[src/rtl/iacsr_pkg.sv]
package iacsr_pkg;

  localparam int DATA_W = 16;

  // register-0 bit positions
  localparam int B_INIT  = 0;
  localparam int B_START = 1;
  localparam int B_STOP  = 2;
  localparam int B_TXON  = 4;
  localparam int B_RXON  = 5;
  localparam int B_INEA  = 6;
  localparam int B_INTR  = 7;
  localparam int B_IDON  = 8;
  localparam int B_TINT  = 9;
  localparam int B_RINT  = 10;
  localparam int B_BABL  = 14;
  localparam int B_ERR   = 15;

  typedef struct packed {
    logic babl;
    logic idon;
    logic tint;
    logic rint;
    logic inea;
    logic rxon;
    logic txon;
    logic stop;
    logic start;
    logic init;
  } csr0_t;

  function automatic csr0_t csr0_stopped();
    csr0_t n;
    n = '0;
    n.stop = 1'b1;
    return n;
  endfunction

  function automatic logic csr0_pending(csr0_t s);
    return s.rint | s.tint | s.idon | s.babl;
  endfunction

  function automatic logic [DATA_W-1:0] csr0_word(csr0_t s);
    logic [DATA_W-1:0] w;
    w = '0;
    w[B_INIT]  = s.init;
    w[B_START] = s.start;
    w[B_STOP]  = s.stop;
    w[B_TXON]  = s.txon;
    w[B_RXON]  = s.rxon;
    w[B_INEA]  = s.inea;
    w[B_INTR]  = csr0_pending(s);
    w[B_IDON]  = s.idon;
    w[B_TINT]  = s.tint;
    w[B_RINT]  = s.rint;
    w[B_BABL]  = s.babl;
    w[B_ERR]   = s.babl;
    return w;
  endfunction

  // host write to register 0: STOP beats INIT beats START
  function automatic csr0_t csr0_cmd(csr0_t s, logic [DATA_W-1:0] v);
    csr0_t n;
    n = s;
    if (v[B_STOP]) begin
      n = csr0_stopped();
    end else begin
      if (v[B_RINT]) n.rint = 1'b0;
      if (v[B_TINT]) n.tint = 1'b0;
      if (v[B_IDON]) n.idon = 1'b0;
      if (v[B_BABL]) n.babl = 1'b0;
      n.inea = v[B_INEA];
      if (v[B_INIT]) begin
        n.init = 1'b1;
        n.idon = 1'b1;
        n.stop = 1'b0;
      end else if (v[B_START]) begin
        n.start = 1'b1;
        n.rxon  = 1'b1;
        n.txon  = 1'b1;
        n.stop  = 1'b0;
      end
    end
    return n;
  endfunction

  function automatic csr0_t csr0_events(csr0_t s, logic rx, logic tx, logic bab);
    csr0_t n;
    n = s;
    if (rx)  n.rint = 1'b1;
    if (tx)  n.tint = 1'b1;
    if (bab) n.babl = 1'b1;
    return n;
  endfunction

endpackage

[src/rtl/iacsr_port_dec.sv]
module iacsr_port_dec #(
  parameter int OFF_W = 2
) (
  input  logic             bus_sel,
  input  logic             bus_we,
  input  logic [OFF_W-1:0] bus_off,
  output logic             wr_data,
  output logic             wr_ptr,
  output logic             rd_data,
  output logic             rd_ptr
);
  localparam logic [OFF_W-1:0] OFF_DATA = OFF_W'(0);
  localparam logic [OFF_W-1:0] OFF_PTR  = OFF_W'(1);

  logic hit_data;
  logic hit_ptr;

  assign hit_data = (bus_off == OFF_DATA);
  assign hit_ptr  = (bus_off == OFF_PTR);

  assign wr_data = bus_sel &  bus_we & hit_data;
  assign wr_ptr  = bus_sel &  bus_we & hit_ptr;
  assign rd_data = bus_sel & ~bus_we & hit_data;
  assign rd_ptr  = bus_sel & ~bus_we & hit_ptr;
endmodule

[src/rtl/iacsr_ptr_reg.sv]
module iacsr_ptr_reg
  import iacsr_pkg::*;
#(
  parameter int NREGS = 4
) (
  input  logic              clk,
  input  logic              rst_n,
  input  logic              wr_ptr,
  input  logic [DATA_W-1:0] wdata,
  output logic [DATA_W-1:0] ptr_q,
  output logic              sel_csr0,
  output logic              sel_valid
);
  localparam logic [DATA_W-1:0] LIMIT = DATA_W'(NREGS);

  always_ff @(posedge clk) begin
    if (!rst_n)      ptr_q <= '0;
    else if (wr_ptr) ptr_q <= wdata;
  end

  assign sel_csr0  = (ptr_q == '0);
  assign sel_valid = (ptr_q < LIMIT);
endmodule

[src/rtl/iacsr_csr0.sv]
module iacsr_csr0
  import iacsr_pkg::*;
(
  input  logic              clk,
  input  logic              rst_n,
  input  logic              wr_csr0,
  input  logic [DATA_W-1:0] wdata,
  input  logic              rx_done,
  input  logic              tx_done,
  input  logic              tx_babble,
  output logic [DATA_W-1:0] csr0_word_o,
  output logic              run_rx,
  output logic              run_tx,
  output logic              irq
);
  csr0_t st_q;
  csr0_t st_cmd;
  csr0_t st_d;
  logic  stop_wr;

  assign stop_wr = wr_csr0 & wdata[B_STOP];

  always_comb begin
    st_cmd = wr_csr0 ? csr0_cmd(st_q, wdata) : st_q;
    st_d   = stop_wr ? st_cmd : csr0_events(st_cmd, rx_done, tx_done, tx_babble);
  end

  always_ff @(posedge clk) begin
    if (!rst_n) st_q <= csr0_stopped();
    else        st_q <= st_d;
  end

  assign csr0_word_o = csr0_word(st_q);
  assign run_rx      = st_q.rxon;
  assign run_tx      = st_q.txon;
  assign irq         = st_q.inea & csr0_pending(st_q);
endmodule

[src/rtl/iacsr_bank.sv]
module iacsr_bank
  import iacsr_pkg::*;
#(
  parameter int NREGS = 4
) (
  input  logic              clk,
  input  logic              rst_n,
  input  logic              wr_data,
  input  logic [DATA_W-1:0] ptr_q,
  input  logic [DATA_W-1:0] wdata,
  output logic [DATA_W-1:0] rd_word
);
  logic [DATA_W-1:0] bank_q [NREGS];

  assign bank_q[0] = '0;

  for (genvar g = 1; g < NREGS; g++) begin : g_reg
    logic [DATA_W-1:0] q;
    always_ff @(posedge clk) begin
      if (!rst_n)                                 q <= '0;
      else if (wr_data && ptr_q == DATA_W'(g))    q <= wdata;
    end
    assign bank_q[g] = q;
  end

  always_comb begin
    rd_word = '0;
    for (int i = 1; i < NREGS; i++) begin
      if (ptr_q == DATA_W'(i)) rd_word = bank_q[i];
    end
  end
endmodule

[src/rtl/iacsr_top.sv]
module iacsr_top
  import iacsr_pkg::*;
#(
  parameter int NREGS = 4,
  parameter int OFF_W = 2
) (
  input  logic              clk,
  input  logic              rst_n,
  input  logic              bus_sel,
  input  logic              bus_we,
  input  logic [OFF_W-1:0]  bus_off,
  input  logic [DATA_W-1:0] bus_wdata,
  output logic [DATA_W-1:0] bus_rdata,
  input  logic              rx_done,
  input  logic              tx_done,
  input  logic              tx_babble,
  output logic              run_rx,
  output logic              run_tx,
  output logic              irq_out
);
  logic              wr_data, wr_ptr, rd_data, rd_ptr;
  logic [DATA_W-1:0] ptr_q;
  logic              sel_csr0, sel_valid;
  logic              wr_csr0, wr_bank;
  logic [DATA_W-1:0] csr0_word_q;
  logic [DATA_W-1:0] bank_word;

  iacsr_port_dec #(.OFF_W(OFF_W)) u_dec (
    .bus_sel (bus_sel),
    .bus_we  (bus_we),
    .bus_off (bus_off),
    .wr_data (wr_data),
    .wr_ptr  (wr_ptr),
    .rd_data (rd_data),
    .rd_ptr  (rd_ptr)
  );

  iacsr_ptr_reg #(.NREGS(NREGS)) u_ptr (
    .clk       (clk),
    .rst_n     (rst_n),
    .wr_ptr    (wr_ptr),
    .wdata     (bus_wdata),
    .ptr_q     (ptr_q),
    .sel_csr0  (sel_csr0),
    .sel_valid (sel_valid)
  );

  assign wr_csr0 = wr_data & sel_csr0;
  assign wr_bank = wr_data & sel_valid & ~sel_csr0;

  iacsr_csr0 u_csr0 (
    .clk         (clk),
    .rst_n       (rst_n),
    .wr_csr0     (wr_csr0),
    .wdata       (bus_wdata),
    .rx_done     (rx_done),
    .tx_done     (tx_done),
    .tx_babble   (tx_babble),
    .csr0_word_o (csr0_word_q),
    .run_rx      (run_rx),
    .run_tx      (run_tx),
    .irq         (irq_out)
  );

  iacsr_bank #(.NREGS(NREGS)) u_bank (
    .clk     (clk),
    .rst_n   (rst_n),
    .wr_data (wr_bank),
    .ptr_q   (ptr_q),
    .wdata   (bus_wdata),
    .rd_word (bank_word)
  );

  always_comb begin
    bus_rdata = '0;
    if (rd_ptr) begin
      bus_rdata = ptr_q;
    end else if (rd_data && sel_valid) begin
      bus_rdata = sel_csr0 ? csr0_word_q : bank_word;
    end
  end
endmodule

[config.mk]
export PLATFORM = sky130hd
export DESIGN_NAME = iacsr_top
export DESIGN_NICKNAME = d
export VERILOG_FILES = /design/src/rtl/iacsr_pkg.sv /design/src/rtl/iacsr_port_dec.sv /design/src/rtl/iacsr_ptr_reg.sv /design/src/rtl/iacsr_csr0.sv /design/src/rtl/iacsr_bank.sv /design/src/rtl/iacsr_top.sv
export SDC_FILE = /design/constraint.sdc
export NUM_CORES = 1
export LEC_CHECK = 0
export ABC_AREA = 1
export BUFFER_PORTS_ARGS = -buffer_cell sky130_fd_sc_hd__buf_2
export CELL_PAD_IN_SITES_DETAIL_PLACEMENT = 1
export CELL_PAD_IN_SITES_GLOBAL_PLACEMENT = 1
export CORE_MARGIN = 10
export CORE_UTILIZATION = 29
export CTS_BUF_LIST = sky130_fd_sc_hd__clkbuf_4
export DETAILED_ROUTE_END_ITERATION = 6
export PLACE_DENSITY = 0.58
export SLEW_MARGIN = 40
export SYNTH_ARGS = -nofsm -noshare
export SYNTH_HDL_FRONTEND = slang
export SYNTH_SLANG_ARGS = --single-unit
[constraint.sdc]
create_clock -name clk -period 1.7 [get_ports clk]
set_input_delay 0.17 -clock clk [delete_from_list [all_inputs] [get_ports clk]]
set_output_delay 0.17 -clock clk [all_outputs]
set_load 0.05 [all_outputs]
After elaboration in Yosys (flattened, before gate mapping) --
Cells that the tools add are included.
Cells by class: order comparisons 1, eq/ne operators 4, mux-type cells 22, bitwise operators 16, reductions and logical operators 6
Operators by type and width (number):
- $mux 16 | 6
- $eq 16x2->1 const B | 2
- $mux 10 | 3
- $eq 16x1->1 const B | 1
- $logic_not 16->1 | 1
- $lt 16x3->1 const B | 1
- $and 1x1->1 | 11
- $mux 1 | 11
- $logic_and 1x1->1 | 4
- $mux 4 | 1
- $or 1x1->1 | 3
- $eq 2x1->1 const B | 1
- $logic_not 2->1 | 1
- $mux 2 | 1
- $not 1->1 | 2
Word-level totals: flip-flop bits (word level) 74, output and inout port bits 19, word-level logic and storage cells 63

Longest topological paths before layout --
Gate-level depths: netlist of run 1.
depth after elaboration 7, mapped depth 10

Cells and area by module --
Synthesis of run 1 repeated with hierarchy kept, for this count alone.
Second synthesis, totals: cells, all modules 616, area, all modules 4247.8 µm²
By module, submodules not included:
- iacsr_bank | times used 1, cells an instance 352, area each 2542.4 µm²
- iacsr_ptr_reg | times used 1, cells an instance 87, area each 719.4 µm²
- iacsr_top | times used 1, cells an instance 111, area each 490.5 µm²
- iacsr_csr0 | times used 1, cells an instance 55, area each 454.2 µm²
- iacsr_port_dec | times used 1, cells an instance 11, area each 41.3 µm²

Worst setup path before layout of run 1 --
OpenSTA, ideal clock, no wires.
path type reg2out, start register u_ptr.ptr_q[2], end output bus_rdata[1], data arrival time 1.639 ns, required time 1.530 ns, setup slack -0.109 ns, stages on the path, launching flop included 10, path buffers 1, path through dfxtp_1 -> nor2_2 -> inv_2 -> nor2_8 -> buf_6 -> nand3_4 -> clkinv_2 -> o21a_2 -> nand2_1 -> nand2_1
On the way: cells in the longest elaborated chain, start to end 7
Ends and longest elaborated chain:
- start, declared | line iacsr_ptr_reg.sv:10 | output logic [DATA_W-1:0] ptr_q,
- start signal, assigned | line iacsr_ptr_reg.sv:18 | else if (wr_ptr) ptr_q <= wdata;
- $eq 16x1->1 | line iacsr_bank.sv:29 | if (ptr_q == DATA_W'(i)) rd_word = bank_q[i];
- $mux 16 (3 in series) | line iacsr_bank.sv:29
- $mux 16 | line iacsr_top.sv:79 | bus_rdata = sel_csr0 ? csr0_word_q : bank_word;
- $mux 16 (*) | line iacsr_top.sv:78 | end else if (rd_data && sel_valid) begin
- $mux 16 (*) | line iacsr_top.sv:76 | if (rd_ptr) begin
- end, declared | line iacsr_top.sv:13 | output logic [DATA_W-1:0] bus_rdata,
Every way passes the cells marked *; elsewhere a longest branch is shown, timed or not.

Worst setup path in the final report of run 1 --
start register u_ptr.ptr_q[12], end output bus_rdata[1]
The elaborated chain is that of the path after synthesis.

==> results of run 1 <==
[cell usage in the layout, fill, tap and decap left out, drive strengths merged]
cell type / instances
buf: 105
nand2: 96
nor2: 92
dfxtp: 72
inv: 67
a21oi: 58
o21ai: 57
nand3: 22
o21a: 17
dlygate4sd3: 14
nand4: 13
clkbuf: 10
o211ai: 4
clkinv: 4
bufinv: 3
nor3: 3
nor4: 1
a31oi: 1
clkinvlp: 1
[timing repair]
action | CTS | global route
gates resized for setup | 95 | 62
buffers inserted | 3 | 5
hold endpoints to repair | 22 | 1
setup endpoints to repair | 72 | 65
gates cloned | 4 | 1
hold buffers | 13 | 1
pin swaps | 14 | 32
[worst max-delay path: stages (launching register included)]
cell	delay (ps)
dfxtp_2	350
nor2_4	130
nand2_4	100
nor2_8	210
buf_12	150
nand2_4	60
buf_6	130
o21a_4	220
nand2_2	70
nand2_2	60
buf_8	150
[metrics by stage]
stage	util (%)	setup TNS, ps	power (mW)
global placement	36.6	-6730	2.41
detailed placement	36.6	-9250	2.42
floorplan	-	0	2.11
global route	44.2	-13400	4.22
finish	44.2	-10080	4.03
CTS	42.3	-9470	3.99
[layout make-up]
class                   instances  area share [%]
clock buffers                  10            1.40
clock inverters                 6            2.01
inverters                      69            5.02
multi-input cells             364            39.6
flip-flops and latches         72            27.2
well taps                     168            3.92
repair buffers                119            20.8
[routing by layer]
layer  wire length [um]  track usage (%)  part of all wire, %  vias up
met5                  0                0                    0        -
met4                106             3.34                 0.75        0
met3                523             4.27                  3.7        8
met2               7460             29.0                   53       49
met1               6040             18.6                   43     1823
li1                   -                -                    -     1925
[sequential cells by signal, summed over array words and instances, names as in the netlist]
register,cells
u_ptr.ptr_q,16
u_csr0.csr0_word_o,8
u_bank.g.q,48
[power breakdown]
group / internal [mW] / switching (mW)
sequential: 1.71 / 0.0206
combinational: 0.377 / 0.490
clock: 0.755 / 0.677
[worst paths after layout]
kind	cells after the start	endpoint	start	slack (ps)
setup / recovery	10	bus_rdata[1]	u_ptr.ptr_q[12]$_SDFFE_PN0P_	-550
hold / removal	2	u_bank.g_reg[3].q[8]$_SDFFE_PN0P_	bus_wdata[8]	60
setup reg to reg	12	u_csr0.csr0_word_o[14]$_SDFF_PN0_	u_ptr.ptr_q[12]$_SDFFE_PN0P_	-240
hold reg to reg	2	u_bank.g_reg[1].q[1]$_SDFFE_PN0P_	u_bank.g_reg[1].q[1]$_SDFFE_PN0P_	460
[logic make-up (layout without fill, tap and decap cells)]
group,Yosys count,after routing,synth area share (%)
buffers and inverters,94,204,11.2
AO/OA/AOI/OAI,137,137,20.4
flip-flops,72,72,39.7
AND/OR/NAND/NOR,222,227,28.7
==> impl_metrics.ini, run 1 <==
[synth]
synth_cell_types = 32
synth_seq_cells = 72
yosys.area.top_type = dfxtp_1
ys_warn_count = 0
syn_area_per_cell_um2 = 6.92
yosysMostFrequentCell = nand2_1
ys_seq_area_share_pct = 39.7
synth_ff_type = dfxtp_1
synth_common_cells = nand2_1, nor2_1, dfxtp_1
synth-async-reset-ratio_pct = 0
netlist_instances = 525
synth_edf_count = 0
syn-cell-area_um2 = 3630
synth_area_leaders = dfxtp_1, nand2_1, nor2_1
yosys.area.top_type_share_pct = 39.7
synth_fp_nets = 550

[detailed_routing]
drtPass1Iterations = 4
drt-vias-per-instance = 4.71
wl_um = 14100
wl_per_cell_um = 17.5
post-route-drc-count = 0
drtIter0Drc = 193
vias = 3805
ant_nets = 0

[critical_path]
worstPathArrival_ps = 2080
end_kind = output pin
start_kind = register
required_ps = 1530
crit_type = reg -> out
critPathMaxFanout = 5

[final_layout]
stdcell_area_um2 = 5360
multi_input_area_um2 = 2120
antenna_cells = 0
seqCellArea_um2 = 1460
drive_gt1_share_pct = 34.7
nets = 660
nFillCells = 1514
area_growth_pct = 47.5
layout.cells.non_filler = 808

[timing]
maxSlewViolCount = 0
relSlewSlack_pct = 59.9
hold_viol_final = 0
rsz0062_at_grt = yes
clock.fmax_ghz = 0.443
min_period_ps = 2250
finalCritPeriodShare_pct = 133
holdWs_ps = 57.4
fin_skew_ps = 26.7
tightest_slew_ps = 601
fin_ws_ps = -555
setup_violations = 24

[die]
rows = 40
start_util_pct = 30.0
fp.dieW_um = 132
die_area_um2 = 17400
core_um2 = 12100
die_h_um = 132
ios = 44

[grt]
grt_pass1_vias = 3988
grt_overflow = 0
grt_pass1_wl_um = 22100
antenna_found_initial = 0
gr-usage-all-layers_pct = 16.1
grt_max_degree = 40

[power]
power_density_nw_per_um2 = 753
peakVddDrop_uv = 675
p_leak_nw = 2.20

[placed_design]
hpwl_um = 9780
dpl_cell_area_um2 = 4430
dp_cells = 765
gp_congestion = 0.803
pre_cts_slack_ps = -330
port_buffers = 43

[clocking]
cts_buffers = 9
path_clk_slew_ps = 130
h-tree-depth = 3
cts_sinks = 72
cts_tree = yes
cts_root_buffer = clkbuf_4
cts.path.max_buffers = 2
clock_latency_ps = 470

[outcome]
violations = setup timing
status = complete, but fails checks

[job]
maxCapViolCount = 0

[min_path]
hold_class = in -> reg
Note: power is estimated with default switching activity, not from simulation.
==> run 2, diff against run 1 <==
Settings changed: CORE_UTILIZATION 29 to 43, PLACE_DENSITY 0.58 to 0.81.
==> run 2 against run 1 <==
Against the previous run: the run now fails in 5_1_grt; synthesized cell count unchanged; area after synthesis stayed put.
==> impl_metrics.ini, run 2 <==
[outcome]
status = aborted with a tool error
lastStage = 5_1_grt
error = [ERROR DPL-0033] detailed placement checks failed during check placement.

[synth]
synth_cell_types = 32
ys_warn_count = 0
synth_area_leaders = dfxtp_1, nand2_1, nor2_1
syn_area_per_cell_um2 = 6.92
netlist_instances = 525
synth_ff_type = dfxtp_1
ys_seq_area_share_pct = 39.7
synth_edf_count = 0
syn-cell-area_um2 = 3630
yosys.area.top_type = dfxtp_1
yosys.area.top_type_share_pct = 39.7
synth_seq_cells = 72
synth_fp_nets = 550
synth-async-reset-ratio_pct = 0
synth_common_cells = nand2_1, nor2_1, dfxtp_1
yosysMostFrequentCell = nand2_1

[die]
fp.dieW_um = 112
ios = 44
start_util_pct = 44.2
rows = 33
die_h_um = 112

[clocking]
cts_root_buffer = clkbuf_4
cts_buffers = 9
h-tree-depth = 3
cts_sinks = 72
cts.path.max_buffers = 2

[timing]
grt_repair_worst_endpoint = bus_rdata[9]
worst-ep-kind = top-level output

[placed_design]
port_buffers = 43
dp_cells = 709
gp_congestion = 0.868
hpwl_um = 9840

[grt]
grt_max_degree = 31
antenna_found_initial = 1
-- run 2: per-stage QoR --
step / hold WS (ps) / instance area (um2) / worst slack, ps
3_3_place_gp: 409 / 4450 / -311
4_1_cts: 2.46 / 5110 / -609
3_5_place_dp: 419 / 4450 / -345
2_1_floorplan: 294 / 3670 / 8.16
-- run 2: logic make-up after synthesis --
family,share of synthesized area (%)
AOI/OAI and AO/OA,20.4
buffers and inverters,11.2
DFF,39.7
and+or+nand+nor,28.7
-- run 2: repair_timing --
action	4_1_cts
setup endpoints to repair	72
resized for setup	107
pin swaps	23
endpoints found under the hold margin	7
setup buffers	6
gates cloned	4
hold buffers	6
==> run 3, diff against run 2 <==
Settings changed: CELL_PAD_IN_SITES_DETAIL_PLACEMENT 1 to unset, CELL_PAD_IN_SITES_GLOBAL_PLACEMENT 1 to unset, CORE_UTILIZATION 43 to 35, CTS_BUF_LIST sky130_fd_sc_hd__clkbuf_4 to unset, PLACE_DENSITY 0.81 to unset, PLACE_DENSITY_LB_ADDON set to 0.15.
==> run 3 against run 2 <==
Against the previous run: the flow now finishes, with violations (setup timing).
==> impl_metrics.ini, run 3 (synthesis results as in run 1) <==
[placed_design]
hpwl_um = 8230
port_buffers = 43
dp_cells = 730
gp_congestion = 0.890

[critical_path]
required_ps = 1530
crit_type = reg -> out
r2r_end = u_csr0.csr0_word_o[14]$_SDFF_PN0_
reg2regPathDepth = 12
start_kind = register
critPathMaxFanout = 6
r2r_start = u_ptr.ptr_q[15]$_SDFFE_PN0P_
end_kind = output pin
ff2ff_setup_slack_ps = -110
crit_start = u_ptr.ptr_q[15]$_SDFFE_PN0P_
worstPathArrival_ps = 2000

[clocking]
cts_buffers = 9
h-tree-depth = 3
clock_latency_ps = 360
cts_tree = yes
cts.path.max_buffers = 2
path_clk_slew_ps = 80
cts_sinks = 72
cts_root_buffer = clkbuf_8

[power]
peakVddDrop_uv = 439
switching_share_pct = 29.9
power_density_nw_per_um2 = 794
p_comb_share_pct = 22.6
p_switching_mw = 1.26
p_clk_share_pct = 36.5
power_mw = 4.23
p_int_mw = 2.96
p_seq_share_pct = 40.9
p_leak_nw = 2.17

[grt]
gr-usage-all-layers_pct = 16.1
grt_max_degree = 33
grt_pass1_wl_um = 18900
antenna_found_initial = 0
grt_pass1_vias = 3582
grt_overflow = 0

[min_path]
hold_end = u_csr0.csr0_word_o[9]$_SDFF_PN0_
hold_start = tx_done
hold_class = in -> reg
hold_depth = 3

[die]
die_area_um2 = 14800
ios = 44
core_um2 = 10200
die_h_um = 122
fp.dieW_um = 122
rows = 37
start_util_pct = 35.5

[outcome]
violations = setup timing
status = complete, but fails checks

[final_layout]
antenna_cells = 0
multi_input_area_um2 = 2210
seqCellArea_um2 = 1460
nFillCells = 986
area_growth_pct = 46.6
nets = 648
layout_commonest_cell = dfxtp_1
top_register = u_bank.g.q
layout.cells.non_filler = 764
drive_gt1_share_pct = 37.7
largest_reg_flops = 48
final_cell_mix = dfxtp_1, inv_1, nor2_1, nand2_1, a21oi_1

[job]
maxCapViolCount = 0

[timing]
rsz0062_at_grt = yes
hold_viol_final = 0
fin_ws_ps = -468
fin_skew_ps = 6.47
finalCritPeriodShare_pct = 128
maxSlewViolCount = 0
setup_violations = 24
tightest_slew_ps = 598
relSlewSlack_pct = 60.1
min_period_ps = 2170
clock.fmax_ghz = 0.461

[detailed_routing]
drtPass1Iterations = 4
post-route-drc-count = 0
vias = 3816
ant_nets = 0
drt-vias-per-instance = 4.99
wl_per_cell_um = 16.3
drtIter0Drc = 202
wl_um = 12500
## run 3: critical path, stage by stage (launching register included)
cell     delay [ps]
dfxtp_2         340
nor2_4          120
nand2_4         100
nor2_8          240
buf_6           150
nand2_8          60
buf_6           130
o21a_4          210
nand2_2          60
nand2_2          60
buf_8           150
## run 3: metal layers
layer / wire length (um) / global-route usage, % / up-vias
met5: 0 / 0 / -
met4: 231 / 4.69 / 0
met3: 649 / 3.56 / 15
met2: 6050 / 27.2 / 82
met1: 5530 / 20.0 / 1812
li1: - / - / 1907
## run 3: what timing repair did
action                                  CTS  global route
gates cloned                              4             4
hold buffers                              0             0
setup buffers                             2             9
pin swaps                                15            41
gates resized for setup                  82            94
endpoints found under the setup margin   54            62
## run 3: worst max path at each step
stage / endpoint / slack [ps]
finish: bus_rdata[1] / -470
floorplan: bus_rdata[1] / 8
global placement: bus_rdata[7] / -220
CTS: bus_rdata[15] / -430
detailed placement: bus_rdata[7] / -240
global route: bus_rdata[1] / -560
## run 3: stage by stage
stage	util, %	instance area, um2	TNS [ps]	setup WS, ps	hold slack [ps]
after floorplan	-	3670	0	8.16	294
after global placement	42.4	4330	-6420	-222	411
after detailed placement	42.4	4330	-6880	-243	420
after CTS	48.0	4910	-6410	-431	41.8
after global routing	52.0	5320	-10000	-562	39.4
final	52.0	5320	-7750	-468	40.2
## run 3: area by class of cell
cell class                 instances  share of cell area [%]
multi-input combinational        365                    41.5
clock inverter                     7                    1.81
inverter                          69                    5.24
timing repair buffer             106                    18.6
tap                              136                    3.20
sequential                        72                    27.3
clock buffer                       9                    2.33
## run 3: power groups by stage
stage | logic (mW) | registers [mW] | clock network [mW]
floorplan | 0.347 | 1.76 | 0
global placement | 0.622 | 1.76 | 0
detailed placement | 0.627 | 1.76 | 0
CTS | 0.750 | 1.73 | 1.56
global route | 1.02 | 1.73 | 1.65
finish | 0.957 | 1.73 | 1.54
